`config.mk`:
```
export PLATFORM = sky130hd
export DESIGN_NAME = aal5_seg
export DESIGN_NICKNAME = d
export VERILOG_FILES = /design/src/rtl/aal5_seg_pkg.sv /design/src/rtl/aal5_crc32_acc.sv /design/src/rtl/aal5_cell_ctr.sv /design/src/rtl/aal5_len_ctr.sv /design/src/rtl/aal5_seg.sv
export SDC_FILE = /design/constraint.sdc
export NUM_CORES = 1
export LEC_CHECK = 0
export BUFFER_PORTS_ARGS = -buffer_cell sky130_fd_sc_hd__buf_4
export CAP_MARGIN = 20
export CORE_UTILIZATION = 60
export DETAILED_ROUTE_END_ITERATION = 8
export GPL_ROUTABILITY_DRIVEN = 0
export PLACE_DENSITY = 0.8
export SLEW_MARGIN = 20
export SYNTH_ARGS = -nofsm -noshare
export SYNTH_HDL_FRONTEND = slang
export SYNTH_HIERARCHICAL = 1
export SYNTH_SLANG_ARGS = --single-unit
```
`constraint.sdc`:
```
create_clock -name clk -period 8.2 [get_ports clk]
set_input_delay 1.64 -clock clk [delete_from_list [all_inputs] [get_ports clk]]
set_output_delay 1.64 -clock clk [all_outputs]
set_load 0.02 [all_outputs]
```
`src/rtl/aal5_seg_pkg.sv`:
```
package aal5_seg_pkg;

  typedef enum logic [1:0] {
    PH_DATA = 2'd0,
    PH_PAD  = 2'd1,
    PH_TRL  = 2'd2
  } seg_phase_t;

  localparam logic [31:0] CRC_GEN  = 32'h04C11DB7;
  localparam logic [31:0] CRC_SEED = 32'hFFFF_FFFF;
  localparam int          TRL_BYTES = 8;

  // One byte of an MSB-first CRC-32 step.
  function automatic logic [31:0] crc32_step(input logic [31:0] c, input logic [7:0] b);
    logic [31:0] r;
    logic        fb;
    r = c;
    for (int i = 7; i >= 0; i--) begin
      fb = r[31] ^ b[i];
      r  = {r[30:0], 1'b0};
      if (fb) r = r ^ CRC_GEN;
    end
    return r;
  endfunction

endpackage

```
`src/rtl/aal5_crc32_acc.sv`:
```
module aal5_crc32_acc
  import aal5_seg_pkg::*;
(
  input  logic        clk,
  input  logic        rst_n,
  input  logic        clr,
  input  logic        en,
  input  logic [7:0]  din,
  output logic [31:0] crc_o
);

  logic [31:0] crc_q;

  always_ff @(posedge clk or negedge rst_n) begin
    if (!rst_n)   crc_q <= CRC_SEED;
    else if (clr) crc_q <= CRC_SEED;
    else if (en)  crc_q <= crc32_step(crc_q, din);
  end

  assign crc_o = crc_q;

  // a clear always leaves the seed for the next message
  a_r10_crc_seed: assert property (@(posedge clk) disable iff (!rst_n)
    clr |=> (crc_o == CRC_SEED));

endmodule

```
`src/rtl/aal5_cell_ctr.sv`:
```
module aal5_cell_ctr #(
  parameter int CELL_BYTES = 48,
  localparam int PW = $clog2(CELL_BYTES)
) (
  input  logic          clk,
  input  logic          rst_n,
  input  logic          step,
  output logic [PW-1:0] pos_o,
  output logic          wrap_o
);

  localparam logic [PW-1:0] LAST = PW'(CELL_BYTES - 1);

  logic [PW-1:0] pos_q;

  always_ff @(posedge clk or negedge rst_n) begin
    if (!rst_n) pos_q <= '0;
    else if (step) pos_q <= (pos_q == LAST) ? '0 : pos_q + 1'b1;
  end

  assign pos_o  = pos_q;
  assign wrap_o = (pos_q == LAST);

  // the payload position never leaves the payload
  a_r6_pos_in_range: assert property (@(posedge clk) disable iff (!rst_n)
    pos_o < PW'(CELL_BYTES));

  // closing a payload starts the next one at byte zero
  a_r6_wrap_restart: assert property (@(posedge clk) disable iff (!rst_n)
    (step && wrap_o) |=> (pos_o == '0));

endmodule

```
`src/rtl/aal5_len_ctr.sv`:
```
module aal5_len_ctr #(
  parameter int LEN_W = 16
) (
  input  logic             clk,
  input  logic             rst_n,
  input  logic             clr,
  input  logic             inc,
  output logic [LEN_W-1:0] len_o
);

  logic [LEN_W-1:0] len_q;

  always_ff @(posedge clk or negedge rst_n) begin
    if (!rst_n)    len_q <= '0;
    else if (clr)  len_q <= '0;
    else if (inc)  len_q <= len_q + 1'b1;
  end

  assign len_o = len_q;

endmodule

```
`src/rtl/aal5_seg.sv`:
```
module aal5_seg
  import aal5_seg_pkg::*;
#(
  parameter int CELL_BYTES = 48
) (
  input  logic       clk,
  input  logic       rst_n,
  input  logic       in_valid,
  output logic       in_ready,
  input  logic [7:0] in_data,
  input  logic       in_sop,
  input  logic       in_eop,
  input  logic [7:0] in_uu,
  input  logic [7:0] in_cpi,
  output logic       out_valid,
  input  logic       out_ready,
  output logic [7:0] out_data,
  output logic       out_cell_end,
  output logic       out_eom
);

  localparam int PW         = $clog2(CELL_BYTES);
  localparam int DATA_SLOTS = CELL_BYTES - TRL_BYTES;
  localparam int LEN_W      = 16;
  localparam logic [PW-1:0] TRL_START = PW'(DATA_SLOTS);
  localparam logic [PW-1:0] PAD_LAST  = PW'(DATA_SLOTS - 1);

  seg_phase_t       phase_q, phase_d;
  logic [7:0]       uu_q, cpi_q;
  logic [PW-1:0]    pos;
  logic [PW-1:0]    pos_next;
  logic [PW-1:0]    trl_off;
  logic [2:0]       tidx;
  logic             cell_wrap;
  logic [31:0]      crc;
  logic [LEN_W-1:0] msg_len;
  logic             in_hs, out_hs, msg_done, crc_en;

  assign in_hs    = in_valid && in_ready;
  assign out_hs   = out_valid && out_ready;
  assign msg_done = out_hs && (phase_q == PH_TRL) && cell_wrap;
  assign trl_off  = pos - TRL_START;
  assign tidx     = trl_off[2:0];
  assign pos_next = cell_wrap ? '0 : pos + 1'b1;
  assign crc_en   = out_hs && ((phase_q != PH_TRL) || (tidx < 3'd4));

  aal5_cell_ctr #(.CELL_BYTES(CELL_BYTES)) u_pos (
    .clk    (clk),
    .rst_n  (rst_n),
    .step   (out_hs),
    .pos_o  (pos),
    .wrap_o (cell_wrap)
  );

  aal5_len_ctr #(.LEN_W(LEN_W)) u_len (
    .clk   (clk),
    .rst_n (rst_n),
    .clr   (msg_done),
    .inc   (in_hs),
    .len_o (msg_len)
  );

  aal5_crc32_acc u_crc (
    .clk   (clk),
    .rst_n (rst_n),
    .clr   (msg_done),
    .en    (crc_en),
    .din   (out_data),
    .crc_o (crc)
  );

  // Per-message octets sampled with the first byte
  always_ff @(posedge clk or negedge rst_n) begin
    if (!rst_n) begin
      uu_q  <= '0;
      cpi_q <= '0;
    end else if (in_hs && in_sop) begin
      uu_q  <= in_uu;
      cpi_q <= in_cpi;
    end
  end

  // Trailer byte selection
  logic [7:0] trl_byte;
  always_comb begin
    unique case (tidx)
      3'd0: trl_byte = uu_q;
      3'd1: trl_byte = cpi_q;
      3'd2: trl_byte = msg_len[15:8];
      3'd3: trl_byte = msg_len[7:0];
      3'd4: trl_byte = ~crc[31:24];
      3'd5: trl_byte = ~crc[23:16];
      3'd6: trl_byte = ~crc[15:8];
      default: trl_byte = ~crc[7:0];
    endcase
  end

  // Stream steering
  always_comb begin
    in_ready  = 1'b0;
    out_valid = 1'b0;
    out_data  = 8'h00;
    unique case (phase_q)
      PH_DATA: begin
        in_ready  = out_ready;
        out_valid = in_valid;
        out_data  = in_data;
      end
      PH_PAD: begin
        out_valid = 1'b1;
        out_data  = 8'h00;
      end
      default: begin
        out_valid = 1'b1;
        out_data  = trl_byte;
      end
    endcase
  end

  assign out_cell_end = out_valid && cell_wrap;
  assign out_eom      = out_valid && cell_wrap && (phase_q == PH_TRL);

  // Phase sequencing
  always_comb begin
    phase_d = phase_q;
    unique case (phase_q)
      PH_DATA: if (in_hs && in_eop)
                 phase_d = (pos_next == TRL_START) ? PH_TRL : PH_PAD;
      PH_PAD:  if (out_hs && pos == PAD_LAST) phase_d = PH_TRL;
      default: if (out_hs && cell_wrap)       phase_d = PH_DATA;
    endcase
  end

  always_ff @(posedge clk or negedge rst_n) begin
    if (!rst_n) phase_q <= PH_DATA;
    else        phase_q <= phase_d;
  end

  // the input can only move when the output can
  a_r1_ready_follows: assert property (@(posedge clk) disable iff (!rst_n)
    in_ready |-> out_ready);

  // no input is taken once the end byte is in
  a_r2_closed_after_eop: assert property (@(posedge clk) disable iff (!rst_n)
    (in_hs && in_eop) |=> !in_ready);

  // the trailer always sits in the final slots of a payload
  a_r2_trailer_slots: assert property (@(posedge clk) disable iff (!rst_n)
    (phase_q == PH_TRL) |-> (pos >= TRL_START));

  // end-of-message only ever closes a payload
  a_r7_eom_closes_cell: assert property (@(posedge clk) disable iff (!rst_n)
    out_eom |-> out_cell_end);

  // generated bytes hold under a stall
  a_r8_hold_generated: assert property (@(posedge clk) disable iff (!rst_n)
    (phase_q != PH_DATA && out_valid && !out_ready) |=> (out_valid && $stable(out_data)));

  // the next message starts with a cleared length
  a_r10_len_restart: assert property (@(posedge clk) disable iff (!rst_n)
    (out_hs && out_eom) |=> (phase_q == PH_DATA && msg_len == '0));

endmodule

```
; Word-level counts from Yosys, hierarchy flattened
; Cells that the tools add are included.
[classes]
add_sub_neg = 3
n_eq_ne = 14
reduce_logical = 18
bitwise_logic = 20
magnitude_cmp = 1
n_mux = 36
[op_table]
columns = operator, count
row1 = $mux W32, 16
row2 = $mux W27, 8
row3 = $not A14 Y14, 8
row4 = $pmux W8 S7, 1
row5 = $mux W16, 2
row6 = $not A8 Y8, 4
row7 = $eq A6 B6 Y1 const B, 3
row8 = $add A16 B1 Y16 const B, 1
row9 = $pmux W8 S2, 1
row10 = $logic_and A1 B1 Y1, 11
row11 = $eq A3 B3 Y1 const B, 3
row12 = $mux W2, 4
row13 = $xor A1 B1 Y1, 8
row14 = $add A6 B1 Y6 const B, 1
row15 = $eq A3 B2 Y1 const B, 2
row16 = $mux W6, 1
row17 = $ne A2 B2 Y1 const B, 3
row18 = $pmux W2 S2, 1
row19 = $reduce_bool A2 Y1, 2
row20 = $eq A3 B1 Y1 const B, 1
row21 = $logic_not A3 Y1, 1
row22 = $lt A3 B3 Y1 const B, 1
row23 = $reduce_and A3 Y1, 1
row24 = $reduce_bool A3 Y1, 1
row25 = 6 further kinds, 7
[totals]
word_cells = 98
register_bits = 72
in_bits = 30
output_inout_bits = 12

; Logic depth before layout (Yosys ltp)
; Gate-level depths: netlist of the first run.
[logic_depth]
ltp_word = 36
mapped_depth = 14
ltp_nobuf = 10

; Modules after synthesis
; Netlist of the first run, hierarchy kept.
[modules_own_cells]
columns = mod, area_per_inst_um2, seq_area_each_um2, cells_per_inst, n_inst
row1 = aal5_crc32_acc, 2252.2, 840.8, 170, 1
row2 = aal5_seg, 1472.7, 450.4, 164, 1
row3 = aal5_len_ctr, 872.1, 400.4, 82, 1
row4 = aal5_cell_ctr, 289.0, 150.1, 27, 1

; Worst setup path before layout of the first run
; OpenSTA, ideal clock, no wires.
[synth_path]
path_kind = register to output
startpoint = register u_pos.pos_q[2] (netlist: u_pos/pos_o[2])
endpoint = output out_data[5]
required_time_ns = 6.560
path_stages_with_launch = 10
arrival_time_ns = 2.526
path_buffers = 4
setup_slack_ns = 4.034
path_cell_list = dfrtp_1 -> buf_2 -> inv_1 -> clkbuf_1 -> ha_1 -> clkbuf_1 -> nor4_1 -> buf_4 -> nor2_1 -> a31oi_1
[synth_between]
elab_chain_len = 4
elab_cells_between_ends = 10
classes_between = add/sub: 1 / eq/ne: 6 / mux: 2 / reduce/logical: 1
[synth_lines]
columns = item, line_no
row1 = "start, declared", aal5_cell_ctr.sv:14  ; logic [PW-1:0] pos_q;
row2 = "start signal, assigned", aal5_cell_ctr.sv:18  ; else if (step) pos_q <= (pos_q == LAST) ? '0 : pos_q + 1'b1;
row3 = $sub A3 B1 Y3 (*), aal5_seg.sv:42  ; assign trl_off = pos - TRL_START;
row4 = "$eq A3 B3 Y1, or another cell as far along", aal5_seg.sv:86  ; unique case (tidx)
row5 = $pmux W8 S7 (*), aal5_seg.sv:86
row6 = $pmux W8 S2 (*), aal5_seg.sv:103  ; unique case (phase_q)
row7 = "end, declared", aal5_seg.sv:17  ; output logic [7:0] out_data,
; Every way passes the cells marked *; elsewhere a longest branch is shown, timed or not.

; Worst setup path after layout of the first run
[layout_path]
startpoint = register u_pos.pos_q[2] (netlist: u_pos/pos_o[2])
endpoint = output out_data[6]
; Same word-level chain as after synthesis.

==> results.md, run 1 <==
- Status: completed
- Vias in the first global route: 3,639
- Dominant cells by area after synthesis: dfrtp_1 20%, dfstp_2 17%, xnor3_1 7.4%
- Post-CTS sizing: 0
- TritonCTS buffer count: 9
- Fin crit share: a little under two thirds
- Ys flop type: dfrtp_1
- CP Cell Sequence: inv_1 > ha_1 > nor4_1 > buf_4 > nor2_1 > a31oi_1 > buf_4
- GRT Util Overall: 29.7%
- Max FO, Critical Path: 17
- Post-CTS setup buffers: 0
- Worst setup EP type: output port
- Reg clk slew, reported paths: 0.09 ns
- Post-route minimum period: ~5.2 ns
- Slowest-stage cell, CP: nor4_1
- Most frequent cell after synthesis: dfrtp_1
- Crit path buf inv count: 3
- Cell variety after synth: just under 60
- Number of max-cap violations: 0
- Most frequent CP cell: buf_4
- Setup-failing EPs final: 0
- Residual DRC: 0
- Cts hold-fix bufs: 0
- CP top delay family: buffers and inverters
- Register bit total from synthesis: 72
- CP startpoint kind: flop
- CTS max path bufs: 2
- Initial antenna violation count: 0
- Sequential element share of the synthesized area: roughly 38%
- Root buffer selected by CTS: clkbuf_8
- Sum Neg Setup Slack: 0 ns
- Synth Instances: ~440
- CTS tree: built
- Worst hold slack: approximately 0.52 ns
- Synth Cell Area: between 4000 and 5000 µm²
- Slew of the pin with the lowest slew margin: 0.913 ns
- Yosys warnings: 6
- Drt initial violations: approximately 370
- Chip width: a little over 90 µm
- Buffers on Ports: 41
- DIE AREA: between 8000 and 9000 µm²
- Final #Nets: a little over 500
- Crit path required time: about 6.6 ns
- Worst r2r src: u_pos/pos_o[2]$_DFFE_PN0P_
- Hold Crit Start: uu_q[1]$_DFFE_PN0P_
- Wire length of the first global-routing pass: about 19 mm
- EDFF count, synth: 0
- CTS H-tree depth: 3
- Cell taking the most area after synthesis: dfrtp_1
- Yosys top cell area share: between 20 and 25%
- Top-Level Pins: 42
- Post-synth top cells: 40 x dfrtp_1, 32 x dfstp_2, 30 x xnor2_1
- Die height: 92.2 µm
- Share of layout cells above drive strength 1: just under 30%
- Clock latency on the worst-skew pair: roughly 0.36 ns
- Avg Inst Size Synth: roughly 11 µm²
- Max-slew violations: 0
- Worst Path Arrival: between 3 and 4 ns
- Wire per inst: approximately 20 µm
- WL final: approximately 12 mm
- Total grt overflow: 0
- RSZ-0062 raised after global routing: no
- DP HPWL: between 8 and 9 mm
- Starting Density: approximately 63%
- Syn_nets: 480
- Via count: ~3,600
- Router iterations before antenna repair: 6
- Worst Skew: 0.0146 ns
- Clock sink count: between 70 and 80
- Critical Path Max Stage Delay: roughly 0.70 ns
- Core Region: slightly below 8000 µm²
- N_diodes: 0
- Min-Delay Path Class: reg -> reg
- Largest net degree at the start of global routing: between 70 and 80
- Crit path from: u_pos/pos_o[2]$_DFFE_PN0P_
- Final Hold Fails: 0
- Slew headroom: 39.1%
- WS Path Type: reg -> out
- Area added between synthesis and finish: 11.6%
- Post-DR vias/cell: approximately 6.3
- FFs w/ async S/R, synth: 100%
- Max Freq: around 190 MHz
- # rows: 32
- Antenna-violating nets left: 0
## state kept, by name (all words and copies together) (netlist names)
register and flops:
u_len/len_o 16, cpi_q 8, u_crc/crc_o 32, uu_q 8
u_pos/pos_o 6, phase_q 2
## kinds of logic after synthesis
logic type	count (synthesis)	synth area share (%)
flops	72	37.7
fa+ha+maj	7	1.79
compound gates	107	15.2
simple gates	125	14.4
mux	21	5.63
xor+xnor	75	21.7
buf+inv	36	3.53
## per-layer routing
metal / global-route usage [%] / up-vias / part of all wire, % / wire (µm)
li1: - / 1662 / - / -
met1: 40.1 / 1788 / 42 / 4950
met2: 45.8 / 172 / 48 / 5570
met3: 6.88 / 26 / 7.7 / 901
met4: 12.9 / 0 / 2.4 / 275
met5: 0 / - / 0 / 0
## through the flow
stage | setup slack, ns | util [%] | area (µm²) | std cells
floorplan | 4.03 | - | 4890 | 443
finish | 2.97 | 69.9 | 5450 | 582
CTS | 3.06 | 69.9 | 5450 | 582
detailed placement | 3.47 | 67.0 | 5230 | 566
global route | 2.74 | 69.9 | 5450 | 582
global placement | 3.62 | 67.0 | 5230 | 566
## worst register-to-register path: stages (launching register included)
cell and delay (ns):
dfrtp_1 0.68, inv_1 0.34, ha_1 0.40, nor4_1 0.70
buf_4 0.27, nor2_1 0.11, a31oi_1 0.38, xor2_1 0.43
xnor3_1 0.63, xnor3_1 0.40, a21bo_1 0.20
## layout by cell type, fill, tap and decap left out, drive strengths merged, types with 3 or more instances in the layout
cell     n
a211o   18
a21oi   27
a222oi   7
a31oi   13
and2     3
and3     3
buf     44
clkbuf  10
dfrtp   40
dfstp   32
ha       7
inv     13
mux2    19
nand2   25
nand2b   8
nand3    5
nand4    9
nor2    27
nor2b   24
nor3     7
nor4     5
o21ai   23
o221ai   6
or3      6
xnor2   42
xnor3   16
xor2    14
xor3     3
## area by class of cell
| type | instances | area (µm²) |
|---|---|---|
| fillers | 593 | 2350 |
| well taps | 102 | 128 |
| clock buffers | 10 | 128 |
| repair buffers | 44 | 330 |
| flip-flops and latches | 72 | 1840 |
| clock inverters | 6 | 92.6 |
| multi-input cells | 335 | 2890 |
| inverters | 13 | 48.8 |
## final timing paths
path                       slack [ns]                           to  cells after the start
max                              2.97                  out_data[6]                      7
min in group asynchronous        1.41  u_len/len_o[12]$_DFFE_PN0P_                      1
max reg2reg                      3.61  u_crc/crc_o[13]$_DFFE_PN1P_                     10
min                              0.52          uu_q[1]$_DFFE_PN0P_                      1
max in group asynchronous        6.19   u_pos/pos_o[4]$_DFFE_PN0P_                      1
min reg2reg                      0.52          uu_q[1]$_DFFE_PN0P_                      1
Power of run 1 is not shown: default switching activity piles up to over one toggle a cycle in this logic, so the estimate is an artifact.
==> run 2, diff against run 1 <==
--- a/config.mk
+++ b/config.mk
@@ -7,10 +7,10 @@
 export LEC_CHECK = 0
 export BUFFER_PORTS_ARGS = -buffer_cell sky130_fd_sc_hd__buf_4
 export CAP_MARGIN = 20
-export CORE_UTILIZATION = 60
+export CORE_UTILIZATION = 55
 export DETAILED_ROUTE_END_ITERATION = 8
 export GPL_ROUTABILITY_DRIVEN = 0
-export PLACE_DENSITY = 0.8
+export PLACE_DENSITY = 0.77
 export SLEW_MARGIN = 20
 export SYNTH_ARGS = -nofsm -noshare
 export SYNTH_HDL_FRONTEND = slang
==> constraint.sdc (replaced) <==
create_clock -name clk -period 4.4 [get_ports clk]
set_input_delay 0.88 -clock clk [delete_from_list [all_inputs] [get_ports clk]]
set_output_delay 0.88 -clock clk [all_outputs]
set_load 0.02 [all_outputs]
==> results.md, run 2 (synthesis gave the netlist of run 1 again) <==
- Status: completed (unchanged)
- Worst Path Arrival: 4.07 ns (was 3.59 ns)
- CTS max path bufs: 2 (unchanged)
- Max Freq: between 200 and 300 MHz
- Critical Path Max Stage Delay: 0.60 ns (was 0.70 ns)
- Fillers: 701 (was 593)
- Max-slew violations: 0 (unchanged)
- Cts hold-fix bufs: 0 (unchanged)
- Router iterations before antenna repair: 7 (was 6)
- Sum Neg Setup Slack: 0 ns (unchanged)
- Wire length of the first global-routing pass: 19.2 mm (was 18.9 mm)
- Crit path required time: 4.69 ns (was 6.56 ns)
- Worst Skew: 0.0133 ns (was 0.0146 ns)
- Slowest-stage cell, CP: xnor3_1 (was nor4_1)
- Worst setup EP type: flop (was output port)
- CP startpoint kind: flop (unchanged)
- Post-CTS sizing: 0 (unchanged)
- RSZ-0062 raised after global routing: no (unchanged)
- N_diodes: 0 (unchanged)
- Fin crit share: 86.0%
- Max reg flops: 32 (unchanged)
- Post-route minimum period: ~3.8 ns
- Reg2reg setup slack: 0.61 ns (was 3.61 ns)
- WS Path Type: reg -> reg (was reg -> out)
- Vias in the first global route: 3,536 (was 3,639)
- WL final: 12.2 mm (was 11.7 mm)
- Crit path buf inv count: 1 (was 3)
- Largest net degree at the start of global routing: 73 (unchanged)
- TritonCTS buffer count: 9 (unchanged)
- Area added between synthesis and finish: 12.7% (was 11.6%)
- Final Hold Fails: 0 (unchanged)
- Die height: 96.3 µm (was 92.2 µm)
- Setup-failing EPs final: 0 (unchanged)
- Residual DRC: 0 (unchanged)
- Top-Level Pins: 42 (unchanged)
- CP Cell Sequence: ha_1 > ha_1 > nor4_2 > buf_4 > nor2_1 > a31oi_1 > xor2_1 > xnor3_1 > xnor3_1 > a21bo_1 (was inv_1 > ha_1 > nor4_1 > buf_4 > nor2_1 > a31oi_1 > buf_4)
- Core Region: 8680 µm² (was 7810 µm²)
- Hold path cells: 1 (unchanged)
- Antenna-violating nets left: 0 (unchanged)
- Final #Nets: 516 (was 512)
- CP top delay family: XOR/XNOR gates (was buffers and inverters)
- CTS H-tree depth: 3 (unchanged)
- CTS tree: built (unchanged)
- Reg clk slew, reported paths: 0.08 ns (was 0.09 ns)
- Drt initial violations: 243 (was 373)
- Clock sink count: 72 (unchanged)
- Area of the multi-input gates: 2890 µm² (about the same)
- Post-DR vias/cell: 6.19 (was 6.27)
- Crit path depth: 10 (was 7)
- Slew headroom: 39.6% (was 39.1%)
- Min-Delay Path Class: reg -> reg (unchanged)
- Slew of the pin with the lowest slew margin: 0.906 ns (was 0.913 ns)
- Share of layout cells above drive strength 1: 30.0% (was 29.0%)
- Max FO, Critical Path: 9 (was 17)
- Seq. cell area: 1840 µm² (unchanged)
- Wire per inst: 20.6 µm (was 20.1 µm)
- Initial antenna violation count: 0 (unchanged)
- Starting Density: 56.3% (was 62.6%)
- Clock latency on the worst-skew pair: 0.36 ns (about the same)
- Commonest non-fill, non-tap cells in the layout: 48 x buf_4, 40 x dfrtp_1, 32 x dfstp_2 (was 44 x buf_4, 40 x dfrtp_1, 32 x dfstp_2)
- DIE AREA: 9260 µm² (was 8510 µm²)
- Buffers on Ports: 41 (unchanged)
- Chip width: 96.3 µm (was 92.2 µm)
- # rows: 34 (was 32)
- Worst reg2reg path depth: 10 (unchanged)
- GRT Util Overall: 28.4% (was 29.7%)
- DP HPWL: 8.94 mm (was 8.32 mm)
- Most common cell after layout, fill and taps aside: buf_4 (unchanged)
- Number of max-cap violations: 0 (unchanged)
- Root buffer selected by CTS: clkbuf_8 (unchanged)
- Total grt overflow: 0 (unchanged)
- Post-CTS setup buffers: 0 (unchanged)
- Via count: 3,662 (was 3,648)
-- run 2: through the flow --
| stage | hold WS, ns | area, µm² | worst slack (ns) | std cells | utilization, % |
|---|---|---|---|---|---|
| floorplan | 0.473 | 4890 | 0.470 | 443 | - |
| global placement | 0.501 | 5280 | 0.832 | 576 | 60.8 |
| detailed placement | 0.508 | 5280 | 0.718 | 576 | 60.8 |
| CTS | 0.527 | 5500 | 0.641 | 592 | 63.4 |
| global route | 0.544 | 5500 | 0.462 | 592 | 63.4 |
| finish | 0.521 | 5500 | 0.615 | 592 | 63.4 |
-- run 2: cell type report --
cell class | count | share of cell area, %
clock buffers | 9 | 2.25
clock inverters | 7 | 1.86
inverters | 13 | 0.887
multi-input cells | 335 | 52.5
flip-flops and latches | 72 | 33.5
well taps | 108 | 2.46
repair buffers | 48 | 6.55
-- run 2: path summary, 6_finish.rpt --
| check | start | end |
|---|---|---|
| max | u_pos/pos_o[0]$_DFFE_PN0P_ | u_crc/crc_o[13]$_DFFE_PN1P_ |
| min | uu_q[3]$_DFFE_PN0P_ | uu_q[3]$_DFFE_PN0P_ |
| max in group asynchronous | rst_n | u_pos/pos_o[0]$_DFFE_PN0P_ |
| max reg2reg | u_pos/pos_o[0]$_DFFE_PN0P_ | u_crc/crc_o[13]$_DFFE_PN1P_ |
| min reg2reg | uu_q[3]$_DFFE_PN0P_ | uu_q[3]$_DFFE_PN0P_ |
| min in group asynchronous | rst_n | uu_q[6]$_DFFE_PN0P_ |
-- run 2: routing by layer --
layer	track usage [%]	up-vias	wire (µm)
li1	-	1671	-
met1	39.3	1814	5300
met5	0	-	0
met4	8.21	0	218
met2	45.8	159	5810
met3	4.66	18	849
Power of run 2 is left out for the same reason.
==> run 3, diff against run 2 <==
--- a/config.mk
+++ b/config.mk
@@ -7,10 +7,11 @@
 export LEC_CHECK = 0
 export BUFFER_PORTS_ARGS = -buffer_cell sky130_fd_sc_hd__buf_4
 export CAP_MARGIN = 20
-export CORE_UTILIZATION = 55
+export CORE_UTILIZATION = 56
+export CTS_BUF_LIST = sky130_fd_sc_hd__clkbuf_4 sky130_fd_sc_hd__clkbuf_8
 export DETAILED_ROUTE_END_ITERATION = 8
 export GPL_ROUTABILITY_DRIVEN = 0
-export PLACE_DENSITY = 0.77
+export PLACE_DENSITY = 0.79
 export SLEW_MARGIN = 20
 export SYNTH_ARGS = -nofsm -noshare
 export SYNTH_HDL_FRONTEND = slang
==> results.md, run 3 (synthesis gave the netlist of run 1 again) <==
- Max-slew violations: 0 (unchanged)
- Sum Neg Setup Slack: 0 ns (unchanged)
- Wire length of the first global-routing pass: 19.5 mm (was 19.2 mm)
- CTS H-tree depth: 3 (unchanged)
- Min-Delay Path Class: reg -> reg (unchanged)
- Drt initial violations: 240 (was 243)
- Number of max-cap violations: 0 (unchanged)
- Starting Density: 58.6% (was 56.3%)
- Total grt overflow: 0 (unchanged)
- Via count: 3,674 (was 3,662)
- Final setup margin: 0.572 ns (was 0.615 ns)
- Slowest-stage cell, CP: xnor3_1 (unchanged)
- Worst Path Arrival: 4.13 ns (was 4.07 ns)
- Setup-failing EPs final: 0 (unchanged)
- WS Path Type: reg -> reg (unchanged)
- Commonest non-fill, non-tap cells in the layout: 46 x buf_4, 40 x dfrtp_1, 32 x dfstp_2 (was 48 x buf_4, 40 x dfrtp_1, 32 x dfstp_2)
- Slew of the pin with the lowest slew margin: 0.917 ns (was 0.906 ns)
- Worst setup EP type: flop (unchanged)
- Top-Level Pins: 42 (unchanged)
- CP Cell Sequence: ha_1 > ha_1 > nor4_1 > buf_4 > nor2_1 > a31oi_1 > xor2_1 > xnor3_1 > xnor3_1 > a21bo_1 (was ha_1 > ha_1 > nor4_2 > buf_4 > nor2_1 > a31oi_1 > xor2_1 > xnor3_1 > xnor3_1 > a21bo_1)
- Pre-CTS setup slack: 0.661 ns (was 0.718 ns)
- Post-CTS setup buffers: 0 (unchanged)
- Largest net degree at the start of global routing: 73 (unchanged)
- Worst Skew: 0.0138 ns (was 0.0133 ns)
- CTS tree: built (unchanged)
- Max FO, Critical Path: 9 (unchanged)
- TritonCTS buffer count: 9 (unchanged)
- N_diodes: 0 (unchanged)
- Status: completed (unchanged)
- CP startpoint kind: flop (unchanged)
- Root buffer selected by CTS: clkbuf_8 (unchanged)
- Buffers on Ports: 41 (unchanged)
- Cts hold-fix bufs: 0 (unchanged)
- Chip width: 95.4 µm (was 96.3 µm)
- DIE AREA: 9100 µm² (was 9260 µm²)
- Max Freq: 261 MHz (was 264 MHz)
- Vias in the first global route: 3,688 (was 3,536)
- Seq. cell area: 1840 µm² (unchanged)
- # rows: 33 (was 34)
- Initial antenna violation count: 0 (unchanged)
- Critical Path Max Stage Delay: 0.59 ns (was 0.60 ns)
- GRT Util Overall: 29.5% (was 28.4%)
- Crit path required time: 4.70 ns (was 4.69 ns)
- Area of the multi-input gates: 2890 µm² (about the same)
- Final #Nets: 514 (was 516)
- WL final: 12.2 mm (about the same)
- Post-DR vias/cell: 6.27 (was 6.19)
- Wire per inst: 20.8 µm (was 20.6 µm)
- DP HPWL: 8.75 mm (was 8.94 mm)
- Most common cell after layout, fill and taps aside: buf_4 (unchanged)
- Slew headroom: 38.9% (was 39.6%)
- Residual DRC: 0 (unchanged)
- Reg clk slew, reported paths: 0.08 ns (about the same)
- CTS max path bufs: 2 (unchanged)
- Router iterations before antenna repair: 5 (was 7)
- Antenna-violating nets left: 0 (unchanged)
- Post-route minimum period: 3.83 ns (was 3.79 ns)
- Max reg flops: 32 (unchanged)
- Post-CTS sizing: 0 (unchanged)
- Die height: 95.4 µm (was 96.3 µm)
- Final Hold Fails: 0 (unchanged)
- Fillers: 631 (was 701)
- Share of layout cells above drive strength 1: 29.3% (was 30.0%)
- RSZ-0062 raised after global routing: no (unchanged)
- Area added between synthesis and finish: 11.5% (was 12.7%)
- Clock latency on the worst-skew pair: 0.37 ns (was 0.36 ns)
- Clock sink count: 72 (unchanged)
- Core Region: 8340 µm² (was 8680 µm²)
- Fin crit share: 87.0% (was 86.0%)
run 3: changes by cell type in the layout (fill, tap and decap cells not counted):
cell,delta
buf_4,-2
inv_6,-1
clkinv_4,-1
nor4_1,+1
nor4_2,-1
clkinvlp_4,+2
bufinv_16,-1
run 3: path summary, 6_finish.rpt:
path                                            start                          end  slack (ns)  cells after the start
setup / recovery           u_pos/pos_o[0]$_DFFE_PN0P_  u_crc/crc_o[13]$_DFFE_PN1P_        0.57                     10
hold / removal                   cpi_q[3]$_DFFE_PN0P_         cpi_q[3]$_DFFE_PN0P_        0.52                      1
setup reg to reg           u_pos/pos_o[0]$_DFFE_PN0P_  u_crc/crc_o[13]$_DFFE_PN1P_        0.57                     10
hold reg to reg                  cpi_q[3]$_DFFE_PN0P_         cpi_q[3]$_DFFE_PN0P_        0.52                      1
max in group asynchronous                       rst_n   u_pos/pos_o[3]$_DFFE_PN0P_        3.17                      1
min in group asynchronous                       rst_n  u_len/len_o[14]$_DFFE_PN0P_        0.63                      1
run 3: worst max-delay path, delay by kind of cell, from the launching register on:
kind / cells / cell delay, ns
compound gates: 2 / 0.57
xor+xnor: 3 / 1.37
fa+ha+maj: 2 / 0.57
buf+inv: 1 / 0.23
flops: 1 / 0.48
simple gates: 2 / 0.53
run 3: routing by layer:
layer	track usage, %	vias up	share of wire (%)
met4	13.9	0	3.3
met2	45.5	157	46
met5	0	-	0
met3	5.66	33	7.1
li1	-	1656	-
met1	40.2	1828	43
run 3: metrics by stage:
stage	cell area, µm²	utilization, %	instances	hold WS (ns)
after floorplan	4890	-	443	0.473
after global placement	5250	63.0	571	0.491
after detailed placement	5250	63.0	571	0.498
after CTS	5450	65.3	586	0.519
after global routing	5450	65.3	586	0.551
final	5450	65.3	586	0.524
run 3: area by class of cell:
type                            instances  area share [%]
Clock inverter                          6            1.29
Timing Repair Buffer                   46            6.34
Multi-Input combinational cell        335            53.0
Sequential cell                        72            33.8
Inverter                               13           0.896
Tap cell                              105            2.41
Clock buffer                            9            2.27
Power of run 3 is left out for the same reason.
